**config.mk**
```make
export PLATFORM = sky130hd
export DESIGN_NAME = ulpi_regacc_ctrl
export DESIGN_NICKNAME = d
export VERILOG_FILES = /design/src/rtl/ulpi_regacc_pkg.sv /design/src/rtl/ulpi_pwrup_gate.sv /design/src/rtl/ulpi_req_decode.sv /design/src/rtl/ulpi_xfer_fsm.sv /design/src/rtl/ulpi_regacc_ctrl.sv
export SDC_FILE = /design/constraint.sdc
export NUM_CORES = 1
export LEC_CHECK = 0
export BUFFER_PORTS_ARGS = -buffer_cell sky130_fd_sc_hd__buf_2
export CELL_PAD_IN_SITES_DETAIL_PLACEMENT = 0
export CELL_PAD_IN_SITES_GLOBAL_PLACEMENT = 1
export CORE_MARGIN = 2
export CORE_UTILIZATION = 40
export DETAILED_ROUTE_END_ITERATION = 16
export PLACE_DENSITY_LB_ADDON = 0.1
export SETUP_SLACK_MARGIN = 0.05
export SLEW_MARGIN = 30
export SYNTH_ARGS = -nofsm -noshare
export SYNTH_HDL_FRONTEND = slang
export SYNTH_SLANG_ARGS = --single-unit
export TNS_END_PERCENT = 10
```
**constraint.sdc**
```tcl
create_clock -name clk -period 4.7 [get_ports clk]
set_input_delay 0.47 -clock clk [delete_from_list [all_inputs] [get_ports clk]]
set_output_delay 0.47 -clock clk [all_outputs]
set_load 0.005 [all_outputs]
```
**src/rtl/ulpi_regacc_pkg.sv**
```systemverilog
package ulpi_regacc_pkg;
  localparam int          IMM_W     = 6;
  localparam logic [1:0]  OP_WR     = 2'b10;
  localparam logic [1:0]  OP_RD     = 2'b11;
  localparam logic [5:0]  ESC_FIELD = 6'h2F;

  typedef enum logic [3:0] {
    ST_IDLE, ST_WAIT, ST_CMD, ST_EXT, ST_WDAT, ST_STP, ST_RTA, ST_RCAP, ST_REND
  } xfer_st_t;
endpackage

```
**src/rtl/ulpi_pwrup_gate.sv**
```systemverilog
module ulpi_pwrup_gate #(
  parameter int LOW_CYCLES = 3
) (
  input  logic clk,
  input  logic rst,
  input  logic ulpi_dir,
  output logic ready
);
  localparam int CNT_W = $clog2(LOW_CYCLES + 1);
  localparam logic [CNT_W-1:0] LAST = CNT_W'(LOW_CYCLES - 1);

  logic [CNT_W-1:0] low_cnt;
  logic             ready_q;

  always_ff @(posedge clk) begin
    if (rst) begin
      low_cnt <= '0;
      ready_q <= 1'b0;
    end else if (!ready_q) begin
      if (ulpi_dir)             low_cnt <= '0;
      else if (low_cnt == LAST) ready_q <= 1'b1;
      else                      low_cnt <= low_cnt + 1'b1;
    end
  end

  assign ready = ready_q;

  // once granted, the permission to send commands stays until reset
  assert_ready_sticky_R2: assert property (@(posedge clk) disable iff (rst)
    ready_q |=> ready_q);
endmodule

```
**src/rtl/ulpi_req_decode.sv**
```systemverilog
module ulpi_req_decode
  import ulpi_regacc_pkg::*;
#(
  parameter int ADDR_W = 8,
  parameter logic [ADDR_W-1:0] MAX_ADDR = 8'h3F
) (
  input  logic [ADDR_W-1:0] addr,
  input  logic              ext_req,
  output logic              bad_addr,
  output logic              use_ext
);
  always_comb begin
    bad_addr = (addr > MAX_ADDR);
    use_ext  = ext_req || (addr[IMM_W-1:0] == ESC_FIELD);
  end
endmodule

```
**src/rtl/ulpi_xfer_fsm.sv**
```systemverilog
module ulpi_xfer_fsm
  import ulpi_regacc_pkg::*;
#(
  parameter int ADDR_W = 8,
  parameter int BUS_W  = 8
) (
  input  logic              clk,
  input  logic              rst,
  input  logic              req_valid,
  input  logic              req_write,
  input  logic [ADDR_W-1:0] req_addr,
  input  logic [BUS_W-1:0]  req_wdata,
  input  logic              dec_bad,
  input  logic              dec_ext,
  input  logic              pw_ready,
  input  logic              ulpi_dir,
  input  logic              ulpi_nxt,
  input  logic [BUS_W-1:0]  ulpi_data_i,
  output logic [BUS_W-1:0]  rd_data,
  output logic              op_done,
  output logic              op_error,
  output logic [BUS_W-1:0]  bus_data,
  output logic              bus_oe_q,
  output logic              bus_stp
);
  xfer_st_t          st_q, st_n;
  logic              op_wr_q, op_ext_q;
  logic [ADDR_W-1:0] op_addr_q;
  logic [BUS_W-1:0]  op_wdata_q, rdata_q, data_q, data_n;
  logic              done_q, err_q, oe_q, stp_q;
  logic              take, done_n, err_n, cap;
  logic              oe_n;
  logic              awaiting_ack;

  always_comb begin
    st_n   = st_q;
    take   = 1'b0;
    done_n = 1'b0;
    err_n  = 1'b0;
    cap    = 1'b0;
    unique case (st_q)
      ST_IDLE: if (req_valid) begin
        if (dec_bad) begin
          done_n = 1'b1;
          err_n  = 1'b1;
        end else begin
          take = 1'b1;
          st_n = ST_WAIT;
        end
      end
      ST_WAIT: if (pw_ready && !ulpi_dir) st_n = ST_CMD;
      ST_CMD: begin
        if (ulpi_dir)      st_n = ST_WAIT;
        else if (ulpi_nxt) st_n = op_ext_q ? ST_EXT : (op_wr_q ? ST_WDAT : ST_RTA);
      end
      ST_EXT: begin
        if (ulpi_dir)      st_n = ST_WAIT;
        else if (ulpi_nxt) st_n = op_wr_q ? ST_WDAT : ST_RTA;
      end
      ST_WDAT: begin
        if (ulpi_dir)      st_n = ST_WAIT;
        else if (ulpi_nxt) st_n = ST_STP;
      end
      ST_STP: begin
        st_n   = ST_IDLE;
        done_n = 1'b1;
      end
      ST_RTA:  if (ulpi_dir) st_n = ST_RCAP;
      ST_RCAP: begin
        cap  = ulpi_dir;
        st_n = ST_REND;
      end
      ST_REND: if (!ulpi_dir) begin
        st_n   = ST_IDLE;
        done_n = 1'b1;
      end
      default: st_n = ST_IDLE;
    endcase
  end

  // byte and enable for the next clock, taken from the next state
  always_comb begin
    unique case (st_n)
      ST_CMD:  data_n = {(op_wr_q ? OP_WR : OP_RD),
                         (op_ext_q ? ESC_FIELD : op_addr_q[IMM_W-1:0])};
      ST_EXT:  data_n = BUS_W'(op_addr_q);
      ST_WDAT: data_n = op_wdata_q;
      default: data_n = '0;
    endcase
    oe_n = !ulpi_dir && !(st_n inside {ST_RTA, ST_RCAP, ST_REND});
  end

  always_ff @(posedge clk) begin
    if (rst) begin
      st_q       <= ST_IDLE;
      op_wr_q    <= 1'b0;
      op_ext_q   <= 1'b0;
      op_addr_q  <= '0;
      op_wdata_q <= '0;
      rdata_q    <= '0;
      done_q     <= 1'b0;
      err_q      <= 1'b0;
      data_q     <= '0;
      oe_q       <= 1'b0;
      stp_q      <= 1'b0;
    end else begin
      st_q   <= st_n;
      done_q <= done_n;
      err_q  <= err_n;
      data_q <= data_n;
      oe_q   <= oe_n;
      stp_q  <= (st_n == ST_STP);
      if (take) begin
        op_wr_q    <= req_write;
        op_ext_q   <= dec_ext;
        op_addr_q  <= req_addr;
        op_wdata_q <= req_wdata;
      end
      if (cap) rdata_q <= ulpi_data_i;
    end
  end

  assign rd_data  = rdata_q;
  assign op_done  = done_q;
  assign op_error = err_q;
  assign bus_data = data_q;
  assign bus_oe_q = oe_q;
  assign bus_stp  = stp_q;

  assign awaiting_ack = st_q inside {ST_CMD, ST_EXT, ST_WDAT};

  // a command goes out only after the power-up permission
  assert_cmd_after_pwrup_R2: assert property (@(posedge clk) disable iff (rst)
    (st_q == ST_CMD) |-> pw_ready);
  // STP follows an acknowledged byte
  assert_stp_after_ack_R4: assert property (@(posedge clk) disable iff (rst)
    stp_q |-> $past(ulpi_nxt));
  // STP lasts one clock
  assert_stp_single_R4: assert property (@(posedge clk) disable iff (rst)
    stp_q |=> !stp_q);
  // an unacknowledged byte is held
  assert_byte_held_R6: assert property (@(posedge clk) disable iff (rst)
    (awaiting_ack && !ulpi_nxt && !ulpi_dir) |=> $stable(data_q));
  // error only with done
  assert_err_with_done_R10: assert property (@(posedge clk) disable iff (rst)
    err_q |-> done_q);
  // idle bus carries the no-operation byte
  assert_idle_noop_R1: assert property (@(posedge clk) disable iff (rst)
    (st_q == ST_IDLE) |-> (data_q == '0) && !stp_q);
endmodule

```
**src/rtl/ulpi_regacc_ctrl.sv**
```systemverilog
module ulpi_regacc_ctrl
  import ulpi_regacc_pkg::*;
#(
  parameter int ADDR_W = 8,
  parameter int BUS_W  = 8,
  parameter int PWRUP_LOW_CYCLES = 3,
  parameter logic [ADDR_W-1:0] MAX_ADDR = 8'h3F
) (
  input  logic              clk,
  input  logic              rst,
  input  logic              req_valid,
  input  logic              req_write,
  input  logic              req_ext,
  input  logic [ADDR_W-1:0] req_addr,
  input  logic [BUS_W-1:0]  req_wdata,
  output logic [BUS_W-1:0]  rd_data,
  output logic              op_done,
  output logic              op_error,
  input  logic              ulpi_dir,
  input  logic              ulpi_nxt,
  input  logic [BUS_W-1:0]  ulpi_data_i,
  output logic [BUS_W-1:0]  ulpi_data_o,
  output logic              ulpi_data_oe,
  output logic              ulpi_stp
);
  logic pw_ready, dec_bad, dec_ext, oe_q;

  ulpi_pwrup_gate #(.LOW_CYCLES(PWRUP_LOW_CYCLES)) pwrup_i (
    .clk(clk), .rst(rst), .ulpi_dir(ulpi_dir), .ready(pw_ready));

  ulpi_req_decode #(.ADDR_W(ADDR_W), .MAX_ADDR(MAX_ADDR)) dec_i (
    .addr(req_addr), .ext_req(req_ext), .bad_addr(dec_bad), .use_ext(dec_ext));

  ulpi_xfer_fsm #(.ADDR_W(ADDR_W), .BUS_W(BUS_W)) fsm_i (
    .clk(clk), .rst(rst), .req_valid(req_valid), .req_write(req_write),
    .req_addr(req_addr), .req_wdata(req_wdata), .dec_bad(dec_bad),
    .dec_ext(dec_ext), .pw_ready(pw_ready), .ulpi_dir(ulpi_dir),
    .ulpi_nxt(ulpi_nxt), .ulpi_data_i(ulpi_data_i), .rd_data(rd_data),
    .op_done(op_done), .op_error(op_error), .bus_data(ulpi_data_o),
    .bus_oe_q(oe_q), .bus_stp(ulpi_stp));

  // release the bus in the same clock DIR rises
  assign ulpi_data_oe = oe_q && !ulpi_dir;

  // never drive while DIR is high or in the clock after it was high
  assert_no_contention_R3: assert property (@(posedge clk) disable iff (rst)
    ulpi_data_oe |-> !ulpi_dir && !$past(ulpi_dir));
endmodule

```
# Yosys cells after proc, flatten, opt, wreduce, memory -nomap -nowiden
# Cells that the tools add are included.
# classes
n_addsub	1
n_mul	0
n_div	0
n_lt_le_gt_ge	1
eq_ne	18
shifts	0
mux	30
n_bitwise	2
n_reduce_logical	10
# ops
cell	n
4-bit 2-to-1 mux	11
4-bit by 3-bit == test with 1-bit output (second input constant)	8
4-bit case mux with 8 select lines	1
8-bit case mux with 3 select lines	1
4-bit by 2-bit == test with 1-bit output (second input constant)	4
1-bit 2-to-1 mux	11
4-bit == test (second input constant)	2
8-bit by 6-bit > comparator with 1-bit output (second input constant)	1
6-bit == test (second input constant)	1
2-bit 2-to-1 mux	3
6-bit 2-to-1 mux	1
4-bit by 1-bit == test with 1-bit output (second input constant)	1
4-bit zero test	1
1-bit logical AND	3
3-bit 2-to-1 mux	1
1-bit case mux with 3 select lines	1
3-bit nonzero test	1
2-bit by 1-bit adder with 2-bit output (second input constant)	1
2-bit == test (second input constant)	1
1-bit zero test	2
2-bit != test (second input constant)	1
1-bit NOT	2
2-bit AND reduction	1
2-bit OR reduction	1
1-bit logical OR	1
# totals
regBits	45
latch_bits	0
mem_bits_rw	0
rom_bits	0
input_bits	31
output_inout_bits	20
elab_cells	75
memories	0

# Longest topological paths before layout
# logic_depth
word_depth	9
ltp_mapped	7
ltp_nobuf	5

# Modules after synthesis
# From an unflattened synthesis, not the netlist that was laid out.
# hier_totals
hier_cells	229
hier_area_um2	1944.4
# modules_own_cells
module	instances	cells_per_inst	area_per_inst_um2	seq_area_each_um2
ulpi_xfer_fsm	1	212	1776.7	840.8
ulpi_pwrup_gate	1	13	128.9	60.1
ulpi_req_decode	1	3	25.0	0.0
ulpi_regacc_ctrl	1	1	13.8	0.0

# Worst setup path before layout
# No wires, ideal clock.
# synth_path
kind	input to register
startpoint	in req_addr[6]
endpoint	reg fsm_i.data_q[4] (netlist: fsm_i.bus_data[4])
setup_time_ns	0.117
arrival_ns	1.672
required_time_ns	4.583
slack_ns	2.910
path_stages	7
path_buffers	2
cell_sequence	nor2_1 and4_1 buf_2 a2111oi_4 buf_4 nand2_1 a32o_1
# synth_between
elab_chain_cells	6
word_cells_on_any_way	8
classes_between	order compare: 1; eq/ne: 3; mux: 4
# synth_rtl
item	line	source
start, declared	ulpi_regacc_ctrl.sv:14	input logic [ADDR_W-1:0] req_addr,
8-bit by 6-bit > comparator with 1-bit output (*)	ulpi_req_decode.sv:13	bad_addr = (addr > MAX_ADDR);
4-bit 2-to-1 mux (*)	ulpi_xfer_fsm.sv:43	if (dec_bad) begin
4-bit 2-to-1 mux (*)	ulpi_xfer_fsm.sv:42	ST_IDLE: if (req_valid) begin
4-bit case mux with 8 select lines (*)	ulpi_xfer_fsm.sv:41	unique case (st_q)
4-bit by 3-bit == test with 1-bit output or 4-bit by 2-bit == test with 1-bit output (tied branches)	ulpi_xfer_fsm.sv:83	unique case (st_n)
8-bit case mux with 3 select lines (*)	ulpi_xfer_fsm.sv:83	
end signal, assigned	ulpi_xfer_fsm.sv:110	data_q <= data_n;
end, declared	ulpi_xfer_fsm.sv:29	logic [BUS_W-1:0] op_wdata_q, rdata_q, data_q, data_n;
# Mark *: on every way between the ends. The rest lies on a longest branch, timed or not.
# A chain may end at the register's enable or synchronous reset.

# Worst setup path in the final report
# layout_path
startpoint	reg fsm_i.st_q[0]
endpoint	reg fsm_i.data_q[6] (netlist: fsm_i.bus_data[6])
# layout_between
elab_chain_cells	5
word_cells_on_any_way	24
classes_between	eq/ne: 10; mux: 13; reduce/logical: 1
# layout_rtl
item	line	source
start, declared	ulpi_xfer_fsm.sv:26	xfer_st_t st_q, st_n;
start signal, assigned	ulpi_xfer_fsm.sv:107	st_q <= st_n;
4-bit 2-to-1 mux, on equally long branches (2 in a row)	-	
4-bit case mux with 8 select lines (*)	ulpi_xfer_fsm.sv:41	
4-bit by 3-bit == test with 1-bit output or 4-bit by 2-bit == test with 1-bit output (tied branches)	ulpi_xfer_fsm.sv:83	
8-bit case mux with 3 select lines (*)	ulpi_xfer_fsm.sv:83	
# Marked as above.

==> impl_metrics.yaml <==
die:
  die_w_um: 72.71
  start_util_pct: 42.48
  num_rows: 24
  dieHeight_um: 72.71
  pin_count: 51
  coreArea_sq_mm: 0.004444
  die_area_sq_mm: 0.005286
clock_network:
  clock-sinks: 45
  post_cts_buffers: 0
  cts.repair.resized: 0
  cts_hold_buf: 0
  cts_max_path_buffers: 2
  cts_tree: "built"
  clk_pin_slew_ps: 80
  root_buffer: "clkbuf_8"
  numCtsBuffers: 5
  clk-insertion-delay-late_ps: 300
  cts_htree_levels: 2
synth:
  synth_ff_type: "dfxtp_1"
  synth-compound-area-share_pct: 19.02
  syn_area_sq_mm: 0.001888
  ys_ff_latch: 45
  synth-simple-area-share_pct: 27.04
  synthAdderAreaFrac_pct: 0.6627
  synth_cells: 223
  synth_top_family_by_area: "simple AND/OR/NAND/NOR gates"
  synth_edf_count: 0
  async_reset_ff_share_pct: 0
  synth-seq-area-share_pct: 47.71
  synthMuxAreaShare_pct: 0.5302
  yosys_warnings: 0
  synth_cell_types: 41
  avgSynthCellArea_sq_um: 8.467
  synth_fp_nets: 255
  synthXorXnorAreaFrac_pct: 0
place:
  gp_congestion: 0.7377
  dp_hpwl_um: 2885
  portBuffers: 50
drt:
  ant_nets: 0
  viasPerCell: 5.271
  drc_errors: 0
  drt_iter0_drc: 81
  dr_total_vias: 1671
  routed_wl_um: 4186
  first_pass_iters: 4
  wl_per_cell_um: 13.21
timing:
  max_freq_mhz: 382.3
  tightest_slew_ps: 790.0
  fin_setup_tns_ps: 0
  setup_viol: 0
  slew_headroom_pct: 47.33
  hold_slack_ps: 395.0
  finalCritPeriodShare_pct: 55.66
  hold_viol: 0
  clock_skew_ps: 4.634
  final_max_slew_viol_count: 0
  period_minus_slack_ps: 2616
  grt_setup_unrepaired: "false"
flow_run:
  max_cap_viol_count: 0
critical_path:
  required_ps: 4950
  critical_path_arrival_ps: 2870
  setup.worst_path.class: "flop to flop"
  end_kind: "flop"
  cp-start-kind: "flop"
  critPathMaxFanout: 19
power_and_ir_drop:
  power_mw: 0.7514
  leakagePower_nw: 0.8869
  power.density_mw_per_mm2: 335.1
  peakVddDrop_uv: 219.3
global_route:
  antenna_found_initial: 0
  gr-total-overflow: 0
  grt_pass1_vias: 1558
  grt_start_max_net_pins: 42
  grt_usage_pct: 17.21
  grt_pass1_wl_um: 7079
hold_path:
  hold_path.class: "primary input to flop"
finish:
  final_common_cell: "buf_2"
  final_cell_mix: "50 x buf_2, 45 x dfxtp_1, 43 x nand2_1"
  fill_cells: 476
  drive_above_1_share_pct: 23.77
  design.final.nets: 296
  area_growth_pct: 18.75
  antenna_cells: 0
run_status:
  status: "finished, final reports clean"
[where the power goes]
| group | total [mW] | internal [mW] | switching, mW |
|---|---|---|---|
| registers | 0.397 | 0.389 | 0.00777 |
| logic | 0.0605 | 0.0263 | 0.0342 |
| clock network | 0.294 | 0.160 | 0.134 |
| total | 0.751 | 0.575 | 0.176 |
[registers in the layout, summed over array words and instances, names as in the netlist]
name and flops:
fsm_i.bus_stp 1, fsm_i.op_addr_q 8, fsm_i.rd_data 8, pwrup_i.low_cnt 2, fsm_i.op_wr_q 1, fsm_i.bus_data 8
pwrup_i.ready 1, fsm_i.op_wdata_q 8, fsm_i.op_ext_q 1, fsm_i.op_error 1, fsm_i.op_done 1, fsm_i.st_q 4
fsm_i.bus_oe_q 1
[metal layers]
metal	vias up	GRT usage [%]	share of wire (%)
met5	-	0	0
met4	0	5.761	1.3
met3	5	4.972	5.4
met2	50	28.69	46
met1	751	21.29	48
li1	865	-	-
[area by class of cell]
class / instances / area (sq um) / share of cell area [%]
inverters: 6 / 22.52 / 1.004
multi-input cells: 156 / 892.1 / 39.79
clock buffers: 6 / 72.57 / 3.237
flip-flops and latches: 45 / 900.9 / 40.18
repair buffers: 50 / 250.2 / 11.16
clock inverters: 2 / 38.79 / 1.730
well taps: 52 / 65.06 / 2.902
[metrics by stage]
stage	cell area, sq um	std cells	setup WS [ps]	utilization (%)
after global routing	2242	317	1825	50.45
after floorplan	1888	223	2910	-
after global placement	2131	309	2130	47.94
after CTS	2242	317	2071	50.45
final	2242	317	2084	50.45
after detailed placement	2131	309	2117	47.94
[cell usage after synthesis, types with 2 or more instances]
library cell | number | area, sq um
dfxtp_1 | 45 | 900.9
nand2_1 | 43 | 161.4
a21oi_1 | 31 | 155.2
nor2_1 | 10 | 37.54
nor3_1 | 10 | 50.05
nand3_1 | 9 | 45.04
buf_2 | 7 | 35.03
clkbuf_1 | 7 | 26.28
inv_1 | 6 | 22.52
nand3b_1 | 5 | 37.54
nor2b_1 | 5 | 31.28
nor4_1 | 5 | 31.28
o2bb2ai_1 | 5 | 43.79
nand2b_1 | 3 | 18.77
nor3b_1 | 3 | 22.52
a31oi_1 | 2 | 12.51
nand4_1 | 2 | 12.51
o21ai_1 | 2 | 10.01
[final timing paths]
kind / start / to / slack, ps / cells past startpoint
setup / recovery: fsm_i.st_q[0] / fsm_i.bus_data[6] / 2080 / 5
hold / removal: req_wdata[2] / fsm_i.op_wdata_q[2] / 390 / 3
setup reg to reg: fsm_i.st_q[0] / fsm_i.bus_data[6] / 2080 / 5
hold reg to reg: fsm_i.op_addr_q[6] / fsm_i.op_addr_q[6] / 450 / 2
[logic make-up (layout without fill, tap and decap cells)]
family / after synthesis / count (layout)
adders and majority gates: 1 / 1
buffers and inverters: 22 / 64
DFF: 45 / 45
and+or+nand+nor: 102 / 102
muxes: 1 / 1
AOI/OAI and AO/OA: 52 / 52
[worst max-delay path, cell delays in order (launching register included)]
cell and delay [ps]:
dfxtp_1 580, nor2_2 140, and4_1 460, a2111oi_4 720
nor3b_4 460, a22o_1 190
No activity file was read; power rests on OpenSTA's default activity.
